===== src/rtl/cfgStreamPkg.sv =====
package cfgStreamPkg;

  typedef enum logic [3:0] {
    ST_SEEK, ST_PRE, ST_LEN, ST_SEP, ST_FILL,
    ST_START, ST_DATA, ST_CHECK, ST_POST, ST_WAKE, ST_DONE
  } parseState_t;

  // one-cycle strobes from control to datapath
  typedef struct packed {
    logic clrBits;
    logic incBits;
    logic shLen;
    logic frameStart;
    logic shData;
    logic shChk;
    logic emit;
    logic shPost;
    logic endCheck;
  } strobe_t;

endpackage


===== src/rtl/cfgParseCtrl.sv =====
module cfgParseCtrl
  import cfgStreamPkg::*;
#(
  parameter int FRAME_BITS   = 8,
  parameter int NUM_FRAMES   = 3,
  parameter int LEN_BITS     = 24,
  parameter int SEP_BITS     = 4,
  parameter int FILL_BITS    = 24,
  parameter int CRC_BITS     = 4,
  parameter int LEAD_ONES    = 8,
  parameter int PRE_BITS     = 4,
  parameter logic [PRE_BITS-1:0] PREAMBLE = 4'b0010,
  parameter int POST_BITS    = 4,
  parameter int STARTUP_CLKS = 4
) (
  input  logic    clk,
  input  logic    rst,
  input  logic    byteMode,
  input  logic    bitValid,
  input  logic    bitIn,
  output strobe_t stb,
  output logic    locked,
  output logic    done
);

  localparam int CNT_W = $clog2(LEN_BITS + FILL_BITS + FRAME_BITS + SEP_BITS + CRC_BITS
                                + PRE_BITS + POST_BITS + LEAD_ONES + STARTUP_CLKS + 1);
  localparam int FRM_W = $clog2(NUM_FRAMES + 1);
  localparam logic [CNT_W-1:0] ONE       = CNT_W'(1);
  localparam logic [CNT_W-1:0] LAST_ONES = CNT_W'(LEAD_ONES - 1);
  localparam logic [CNT_W-1:0] LAST_PRE  = CNT_W'(PRE_BITS - 1);
  localparam logic [CNT_W-1:0] LAST_LEN  = CNT_W'(LEN_BITS - 1);
  localparam logic [CNT_W-1:0] LAST_SEP  = CNT_W'(SEP_BITS - 1);
  localparam logic [CNT_W-1:0] LAST_FILL = CNT_W'(FILL_BITS - 1);
  localparam logic [CNT_W-1:0] LAST_DATA = CNT_W'(FRAME_BITS - 1);
  localparam logic [CNT_W-1:0] LAST_CHK  = CNT_W'(CRC_BITS - 1);
  localparam logic [CNT_W-1:0] LAST_POST = CNT_W'(POST_BITS - 1);
  localparam logic [CNT_W-1:0] LAST_WAKE = CNT_W'(STARTUP_CLKS - 1);
  localparam logic [FRM_W-1:0] LAST_FRM  = FRM_W'(NUM_FRAMES - 1);

  parseState_t state, nextState;
  logic [CNT_W-1:0] fieldCnt, nextCnt;
  logic [FRM_W-1:0] frameCnt, nextFrm;
  logic [PRE_BITS-1:0] preShift;
  logic lastFrame;

  assign preShift  = PREAMBLE << fieldCnt;
  assign lastFrame = (frameCnt == LAST_FRM);

  always_comb begin
    stb       = '0;
    nextState = state;
    nextCnt   = fieldCnt;
    nextFrm   = frameCnt;
    if (bitValid) begin
      unique case (state)
        ST_SEEK: begin
          if (bitIn) begin
            stb.incBits = 1'b1;
            if (fieldCnt == LAST_ONES) begin nextState = ST_PRE; nextCnt = '0; end
            else nextCnt = fieldCnt + ONE;
          end else begin
            stb.clrBits = 1'b1;
            nextCnt     = '0;
          end
        end
        ST_PRE: begin
          if (bitIn != preShift[PRE_BITS-1]) begin
            stb.clrBits = 1'b1;
            nextState   = ST_SEEK;
            nextCnt     = '0;
          end else begin
            stb.incBits = 1'b1;
            if (fieldCnt == LAST_PRE) begin
              nextState = byteMode ? ST_FILL : ST_LEN;
              nextCnt   = '0;
            end else nextCnt = fieldCnt + ONE;
          end
        end
        ST_LEN: begin
          stb.incBits = 1'b1;
          stb.shLen   = 1'b1;
          if (fieldCnt == LAST_LEN) begin nextState = ST_SEP; nextCnt = '0; end
          else nextCnt = fieldCnt + ONE;
        end
        ST_SEP: begin
          stb.incBits = 1'b1;
          if (fieldCnt == LAST_SEP) begin nextState = ST_START; nextCnt = '0; end
          else nextCnt = fieldCnt + ONE;
        end
        ST_FILL: begin
          stb.incBits = 1'b1;
          if (fieldCnt == LAST_FILL) begin nextState = ST_START; nextCnt = '0; end
          else nextCnt = fieldCnt + ONE;
        end
        ST_START: begin
          stb.incBits    = 1'b1;
          stb.frameStart = 1'b1;
          nextState      = ST_DATA;
          nextCnt        = '0;
        end
        ST_DATA: begin
          stb.incBits = 1'b1;
          stb.shData  = 1'b1;
          if (fieldCnt == LAST_DATA) begin
            nextCnt = '0;
            if (byteMode) begin
              stb.emit  = 1'b1;
              nextFrm   = frameCnt + FRM_W'(1);
              nextState = lastFrame ? ST_WAKE : ST_START;
            end else nextState = ST_CHECK;
          end else nextCnt = fieldCnt + ONE;
        end
        ST_CHECK: begin
          stb.incBits = 1'b1;
          stb.shChk   = 1'b1;
          if (fieldCnt == LAST_CHK) begin
            stb.emit  = 1'b1;
            nextCnt   = '0;
            nextFrm   = frameCnt + FRM_W'(1);
            nextState = lastFrame ? ST_POST : ST_START;
          end else nextCnt = fieldCnt + ONE;
        end
        ST_POST: begin
          stb.incBits = 1'b1;
          stb.shPost  = 1'b1;
          if (fieldCnt == LAST_POST) begin
            stb.endCheck = 1'b1;
            nextState    = ST_WAKE;
            nextCnt      = '0;
          end else nextCnt = fieldCnt + ONE;
        end
        ST_WAKE: begin
          if (fieldCnt == LAST_WAKE) begin nextState = ST_DONE; nextCnt = '0; end
          else nextCnt = fieldCnt + ONE;
        end
        default: ;
      endcase
    end
  end

  always_ff @(posedge clk) begin
    if (rst) begin
      state    <= ST_SEEK;
      fieldCnt <= '0;
      frameCnt <= '0;
    end else begin
      state    <= nextState;
      fieldCnt <= nextCnt;
      frameCnt <= nextFrm;
    end
  end

  assign done   = (state == ST_DONE);
  assign locked = state inside {ST_START, ST_DATA, ST_CHECK, ST_POST, ST_WAKE, ST_DONE};

endmodule


===== src/rtl/cfgParseData.sv =====
module cfgParseData
  import cfgStreamPkg::*;
#(
  parameter int FRAME_BITS = 8,
  parameter int LEN_BITS   = 24,
  parameter int CRC_BITS   = 4,
  parameter logic [CRC_BITS-1:0] CRC_POLY = 4'b0011,
  parameter int POST_BITS  = 4,
  parameter logic [POST_BITS-1:0] POSTAMBLE = 4'b0111,
  parameter int BYTE_W     = 8
) (
  input  logic                  clk,
  input  logic                  rst,
  input  logic                  byteMode,
  input  logic                  inValid,
  input  logic [BYTE_W-1:0]     dataIn,
  input  strobe_t               stb,
  output logic                  bitValid,
  output logic                  bitIn,
  output logic [FRAME_BITS-1:0] wordOut,
  output logic                  wordValid,
  output logic                  frameErr,
  output logic [LEN_BITS-1:0]   lengthOut,
  output logic                  endErr
);

  localparam int SH_W = $clog2(BYTE_W + 1);

  logic [BYTE_W-1:0]     byteSh;
  logic [SH_W-1:0]       bitsLeft;
  logic [LEN_BITS-1:0]   bitCount, lenReg;
  logic [FRAME_BITS-1:0] dataSh, dataNext;
  logic [CRC_BITS-1:0]   crc, crcNext, chk, chkNext;
  logic [POST_BITS-1:0]  postSh, postNext;
  logic                  badStart, crcFb;

  // byte replay: lowest data bit leaves first
  always_ff @(posedge clk) begin
    if (rst) begin
      byteSh   <= '0;
      bitsLeft <= '0;
    end else if (byteMode && inValid) begin
      byteSh   <= dataIn;
      bitsLeft <= SH_W'(BYTE_W);
    end else if (bitsLeft != '0) begin
      byteSh   <= {1'b0, byteSh[BYTE_W-1:1]};
      bitsLeft <= bitsLeft - SH_W'(1);
    end
  end

  assign bitValid = byteMode ? (bitsLeft != '0) : inValid;
  assign bitIn    = byteMode ? byteSh[0] : dataIn[0];

  assign dataNext = {dataSh[FRAME_BITS-2:0], bitIn};
  assign chkNext  = {chk[CRC_BITS-2:0], bitIn};
  assign postNext = {postSh[POST_BITS-2:0], bitIn};
  assign crcFb    = crc[CRC_BITS-1] ^ bitIn;
  assign crcNext  = {crc[CRC_BITS-2:0], 1'b0} ^ (crcFb ? CRC_POLY : '0);

  always_ff @(posedge clk) begin
    if (rst) begin
      bitCount  <= '0;
      lenReg    <= '0;
      dataSh    <= '0;
      crc       <= '0;
      chk       <= '0;
      postSh    <= '0;
      badStart  <= 1'b0;
      wordOut   <= '0;
      wordValid <= 1'b0;
      frameErr  <= 1'b0;
      endErr    <= 1'b0;
    end else begin
      wordValid <= stb.emit;
      frameErr  <= stb.emit & (badStart | (~byteMode & (chkNext != crc)));
      if (stb.emit) wordOut <= byteMode ? dataNext : dataSh;
      if (stb.clrBits)      bitCount <= '0;
      else if (stb.incBits) bitCount <= bitCount + LEN_BITS'(1);
      if (stb.shLen) lenReg <= {lenReg[LEN_BITS-2:0], bitIn};
      if (stb.frameStart) begin
        badStart <= bitIn;
        crc      <= '0;
      end
      if (stb.shData) begin
        dataSh <= dataNext;
        crc    <= crcNext;
      end
      if (stb.shChk)  chk    <= chkNext;
      if (stb.shPost) postSh <= postNext;
      if (stb.endCheck && ((postNext != POSTAMBLE) || ((bitCount + LEN_BITS'(1)) != lenReg)))
        endErr <= 1'b1;
    end
  end

  assign lengthOut = lenReg;

endmodule


===== src/rtl/cfgStreamParser.sv =====
module cfgStreamParser
  import cfgStreamPkg::*;
#(
  parameter int FRAME_BITS   = 8,
  parameter int NUM_FRAMES   = 3,
  parameter int LEN_BITS     = 24,
  parameter int SEP_BITS     = 4,
  parameter int FILL_BITS    = 24,
  parameter int CRC_BITS     = 4,
  parameter logic [CRC_BITS-1:0] CRC_POLY = 4'b0011,
  parameter int LEAD_ONES    = 8,
  parameter int PRE_BITS     = 4,
  parameter logic [PRE_BITS-1:0] PREAMBLE = 4'b0010,
  parameter int POST_BITS    = 4,
  parameter logic [POST_BITS-1:0] POSTAMBLE = 4'b0111,
  parameter int STARTUP_CLKS = 4,
  parameter int BYTE_W       = 8
) (
  input  logic                  clk,
  input  logic                  rst,
  input  logic                  byteMode,
  input  logic                  inValid,
  input  logic [BYTE_W-1:0]     dataIn,
  output logic [FRAME_BITS-1:0] wordOut,
  output logic                  wordValid,
  output logic                  frameErr,
  output logic [LEN_BITS-1:0]   lengthOut,
  output logic                  endErr,
  output logic                  locked,
  output logic                  done
);

  strobe_t stb;
  logic    bitValid, bitIn;

  cfgParseCtrl #(
    .FRAME_BITS(FRAME_BITS), .NUM_FRAMES(NUM_FRAMES), .LEN_BITS(LEN_BITS),
    .SEP_BITS(SEP_BITS), .FILL_BITS(FILL_BITS), .CRC_BITS(CRC_BITS),
    .LEAD_ONES(LEAD_ONES), .PRE_BITS(PRE_BITS), .PREAMBLE(PREAMBLE),
    .POST_BITS(POST_BITS), .STARTUP_CLKS(STARTUP_CLKS)
  ) ctrl_i (
    .clk(clk), .rst(rst), .byteMode(byteMode), .bitValid(bitValid), .bitIn(bitIn),
    .stb(stb), .locked(locked), .done(done)
  );

  cfgParseData #(
    .FRAME_BITS(FRAME_BITS), .LEN_BITS(LEN_BITS), .CRC_BITS(CRC_BITS),
    .CRC_POLY(CRC_POLY), .POST_BITS(POST_BITS), .POSTAMBLE(POSTAMBLE), .BYTE_W(BYTE_W)
  ) data_i (
    .clk(clk), .rst(rst), .byteMode(byteMode), .inValid(inValid), .dataIn(dataIn),
    .stb(stb), .bitValid(bitValid), .bitIn(bitIn), .wordOut(wordOut),
    .wordValid(wordValid), .frameErr(frameErr), .lengthOut(lengthOut), .endErr(endErr)
  );

endmodule


===== config.mk =====
export PLATFORM = sky130hd
export DESIGN_NAME = cfgStreamParser
export DESIGN_NICKNAME = d
export VERILOG_FILES = /design/src/rtl/cfgStreamPkg.sv /design/src/rtl/cfgParseCtrl.sv /design/src/rtl/cfgParseData.sv /design/src/rtl/cfgStreamParser.sv
export SDC_FILE = /design/constraint.sdc
export NUM_CORES = 1
export LEC_CHECK = 0
export ABC_AREA = 1
export BUFFER_PORTS_ARGS = -buffer_cell sky130_fd_sc_hd__clkbuf_2
export CAP_MARGIN = 10
export CORE_MARGIN = 4
export CORE_UTILIZATION = 33
export CTS_CLUSTER_DIAMETER = 30
export DETAILED_ROUTE_END_ITERATION = 12
export PLACE_DENSITY = 0.51
export SETUP_SLACK_MARGIN = 0.05
export SYNTH_ARGS = -nofsm -noshare
export SYNTH_HDL_FRONTEND = slang
export SYNTH_HIERARCHICAL = 1
export SYNTH_SLANG_ARGS = --single-unit

===== constraint.sdc =====
create_clock -name clk -period 7.6 [get_ports clk]
set_clock_uncertainty 0.1 [all_clocks]
set_input_delay 1.52 -clock clk [delete_from_list [all_inputs] [get_ports clk]]
set_output_delay 1.52 -clock clk [all_outputs]
set_load 0.005 [all_outputs]

==> results.txt <==
- In this run the post-CTS setup repair buffer count came out at 0.
- Destination of the worst register-to-register timing path: data_i/wordOut[2]
- After clock tree synthesis, the clock-pin slew on the worst setup and hold paths is 0.07 ns.
- Post-Route Hold Slack: 0.355 ns
- The number of antenna violations at the first check in global routing was 0.
* DP HPWL: 11800 um
* Syn. warnings: 6
- The first global-routing pass estimated 26800 um of wire.
- The library cell used most frequently in the layout, excluding fill and tap cells, is nand2_1.
* Kind of path behind the tightest hold check: reg2reg
- The number of global-route vias before repair was 5166.
- Worst-Margin Slew: 0.852 ns
- The average instance in the mapped netlist occupies 6.46 um2.
* Max-capacitance violation count: 0
- For this design, the slowest cell found on the critical path is nor2_1.
* 1st-pass router iterations: 5
- The worst setup path is launched from an input pin.
- Largest net degree at the start of global routing: 47
* Pwr dens: 212 nW/um2
* Maximum fanout count along the critical path: 24
- Measured in cells, the most critical reg-to-reg path has a length of 11.
* Antenna Nets Post-Route: 0
- Hold Path Stages: 2
- Distinct cell type count of the synthesized netlist: 44
- Area of the multi-input gates: 3430 um2
* Cell count after synthesis: 935
- Data on the critical path arrives at its endpoint at 4.65 ns.
* Register cell area after layout: 2060 um2
* Global routing usage summed across all routing layers: 16.2%
- Post-placement worst setup slack: 2.74 ns
- The later pin in the worst-skew pair is clocked with a latency of 0.36 ns.
* Unrepaired setup endpoints after global routing: false
- The post-route netlist has 11.8% of its cells at a drive strength greater than 1.
* Vias after detailed routing: 5829
- For the final routed database, the setup TNS stands at 0 ns.
* Fin crit period: 4.51 ns
- The critical path is of the in2reg type.
- Clock tree synthesis inserted a total of 9 buffers.
- Die Height: 143 um
- Minimum setup slack among reg-to-reg paths: 4.19 ns
* Count of instances resized after the clock tree is built: 0
- Register bit count reported by yosys: 103
* TritonCTS clock tree: built
* Startpoint of the worst-slack reg-to-reg timing path: data_i/bitsLeft[0]
- IR analysis of the VDD net gives a maximum drop of 0.168 mV.
- Derived from the worst setup path, the maximum achievable clock frequency is 0.222 GHz.
- Routability Congestion: 0.889
* Number of max-slew violations in the final report: 0
- Post-Layout Cell Count: 1201
- Post-synthesis net count: 952
* Worst Setup Slack, final: 3.09 ns
- Width of the chip: 143 um
- The repair_antennas step left the layout with diodes totalling 0.
- The hold violation total from the final report came to 0.
* DR iter-0 viols: 346
- Hold path start: data_i/postSh[2]
* Grt ovf: 0
* I/O Buffers: 48
- For hold timing, the worst endpoint is data_i/postSh[2].
* Synth area leader: dfxtp_1
- Biggest cell delay along the critical path: 0.69 ns
- After floorplanning, the core was divided into 49 placement rows.
- Static leakage power: 2.99 nW
* Overall routed net length: 16200 um
* Area of the die: 20500 um2
- Commonest non-fill, non-tap cells in the layout: nand2_1, inv_1, nor2_1, dfxtp_1, nand3_1
* Post-detailed-route via-to-cell ratio: 4.85
- In this run the count of I/O pins placed on the die edge is 49.
- Required time worst endpoint: 7.74 ns
- After synthesis the cells add up to 6040 um2.
- The initial utilization of the core area, before any placement, comes to 33.6%.
- Worst slew margin relative to its limit: 43.2%
- Cell breakdown of the critical path: clkbuf_2, inv_1, o21ai_0, inv_1, nor2_1, a32o_1, clkinv_1, a21oi_1, a21oi_1
* Period Utilization, post-route: 59.4%
* Maximum number of buffers from clock root to sink: 2
- Number of nets in the finished design: 985
- After clock tree synthesis, the flow added hold-fix buffers numbering 0.
- Setup violations, final: 0
- Sequential elements use 34.2% of the synthesized area.
- Synth-to-layout area growth: 12.2%
- Area contributors post-synth: dfxtp_1, nand2_1, nand3_1, inv_1, nor2_1
* Top-area cell type share of the netlist area: 34.2%
* Total instance count after detailed placement: 1186
* Number of filler instances in the final layout: 1951
- Count of unresolved DRC violations after routing: 0
- Average wire per standard cell: 13.5 um
* Kind of capture point of the worst setup path: flop
- Area inside the core boundary: 18000 um2
* Cell chosen for the clock root: clkbuf_16
- For this design, the sink count on the clock tree is 103.
* Outcome: completed
- The H-tree was split into 3 levels.
-- sequential cells by signal (all words and copies together) (netlist names) --
| signal | cells |
|---|---|
| data_i/wordOut | 8 |
| data_i/dataSh | 8 |
| data_i/wordValid | 1 |
| ctrl_i/fieldCnt | 7 |
| ctrl_i/frameCnt | 2 |
| data_i/badStart | 1 |
| data_i/lengthOut | 24 |
| data_i/postSh | 3 |
| data_i/bitCount | 24 |
| data_i/crc | 4 |
| data_i/frameErr | 1 |
| data_i/bitsLeft | 4 |
| ctrl_i/state | 4 |
| data_i/chk | 3 |
| data_i/byteSh | 8 |
| data_i/endErr | 1 |
-- area by class of cell --
cell class | count | share of cell area (%)
Clock buffer | 10 | 3.38
Multi-Input combinational cell | 684 | 50.6
Clock inverter | 5 | 0.868
Tap cell | 229 | 4.23
Sequential cell | 103 | 30.5
Timing Repair Buffer | 51 | 3.88
Inverter | 119 | 6.60
-- per-stage QoR --
step	utilization (%)	total power, mW	area, um2
finish	37.7	1.44	6770
global route	37.7	1.53	6770
CTS	37.7	1.46	6770
detailed placement	36.1	0.983	6480
global placement	36.1	0.983	6480
floorplan	-	0.899	6040
-- metal layers --
layer | vias to the layer above | GRT usage, % | wire length (um)
met3 | 19 | 2.24 | 625
li1 | 3102 | - | -
met1 | 2597 | 24.2 | 8620
met4 | 0 | 5.30 | 241
met5 | - | 0 | 0
met2 | 111 | 23.8 | 6740
-- logic make-up (layout without fill, tap and decap cells) --
kind of cell / Yosys count / after routing / synth area share (%)
and+or+nand+nor: 486 / 486 / 36.1
adders and majority gates: 5 / 5 / 1.04
AOI/OAI and AO/OA: 177 / 177 / 16.4
buffers and inverters: 148 / 185 / 9.26
xor gates and xnor gates: 16 / 16 / 3.03
DFF: 103 / 103 / 34.2
-- Yosys cell counts --
cell type  count
a211oi_1       1
a211oi_2       1
a21oi_1       77
a21oi_2        4
a311oi_1       6
a31oi_1        2
a32o_1         1
a41oi_1        1
and2_1         2
buf_1          3
buf_2          3
clkbuf_1      23
clkinv_1       2
dfxtp_1      103
ha_1           5
inv_1        112
inv_2          5
nand2_1      234
nand2_2        7
nand2_4        5
nand3_1       92
nand3_2        4
nand3b_1       3
nand4_1       10
nor2_1       104
nor2_2         9
nor2_4         5
nor2_8         2
nor3_1         6
nor3_4         1
o211ai_1       7
o21ai_0       68
o21ai_1        3
o21ai_2        1
o21bai_1       1
o21bai_2       2
o22ai_2        1
o311ai_0       1
or2_1          1
or2_2          1
xnor2_1        7
xnor3_1        2
xor2_1         6
xor3_1         1
-- critical path, delay by kind of cell --
family	cells	cell delay, ns
simple gates	1	0.69
compound gates	4	1.17
buf+inv	4	1.26
-- how the worst max path moves through the flow --
stage	endpoint	depth (start not counted)	start
6_report	data_i/wordOut[2]	9	byteMode
3_3_place_gp	data_i/wordOut[5]	9	byteMode
3_5_place_dp	data_i/wordOut[7]	9	byteMode
5_1_grt	data_i/wordOut[1]	9	byteMode
2_1_floorplan	data_i/bitCount[15]	14	byteMode
4_1_cts	data_i/wordOut[2]	9	byteMode
-- report_power, final --
group          switching [mW]  total, mW  leakage, nW  internal, mW
clock                   0.214      0.469        0.135         0.255
combinational           0.219      0.331         2.02         0.112
sequential             0.0449      0.637        0.834         0.592
Note: power is estimated with default switching activity, not from simulation.
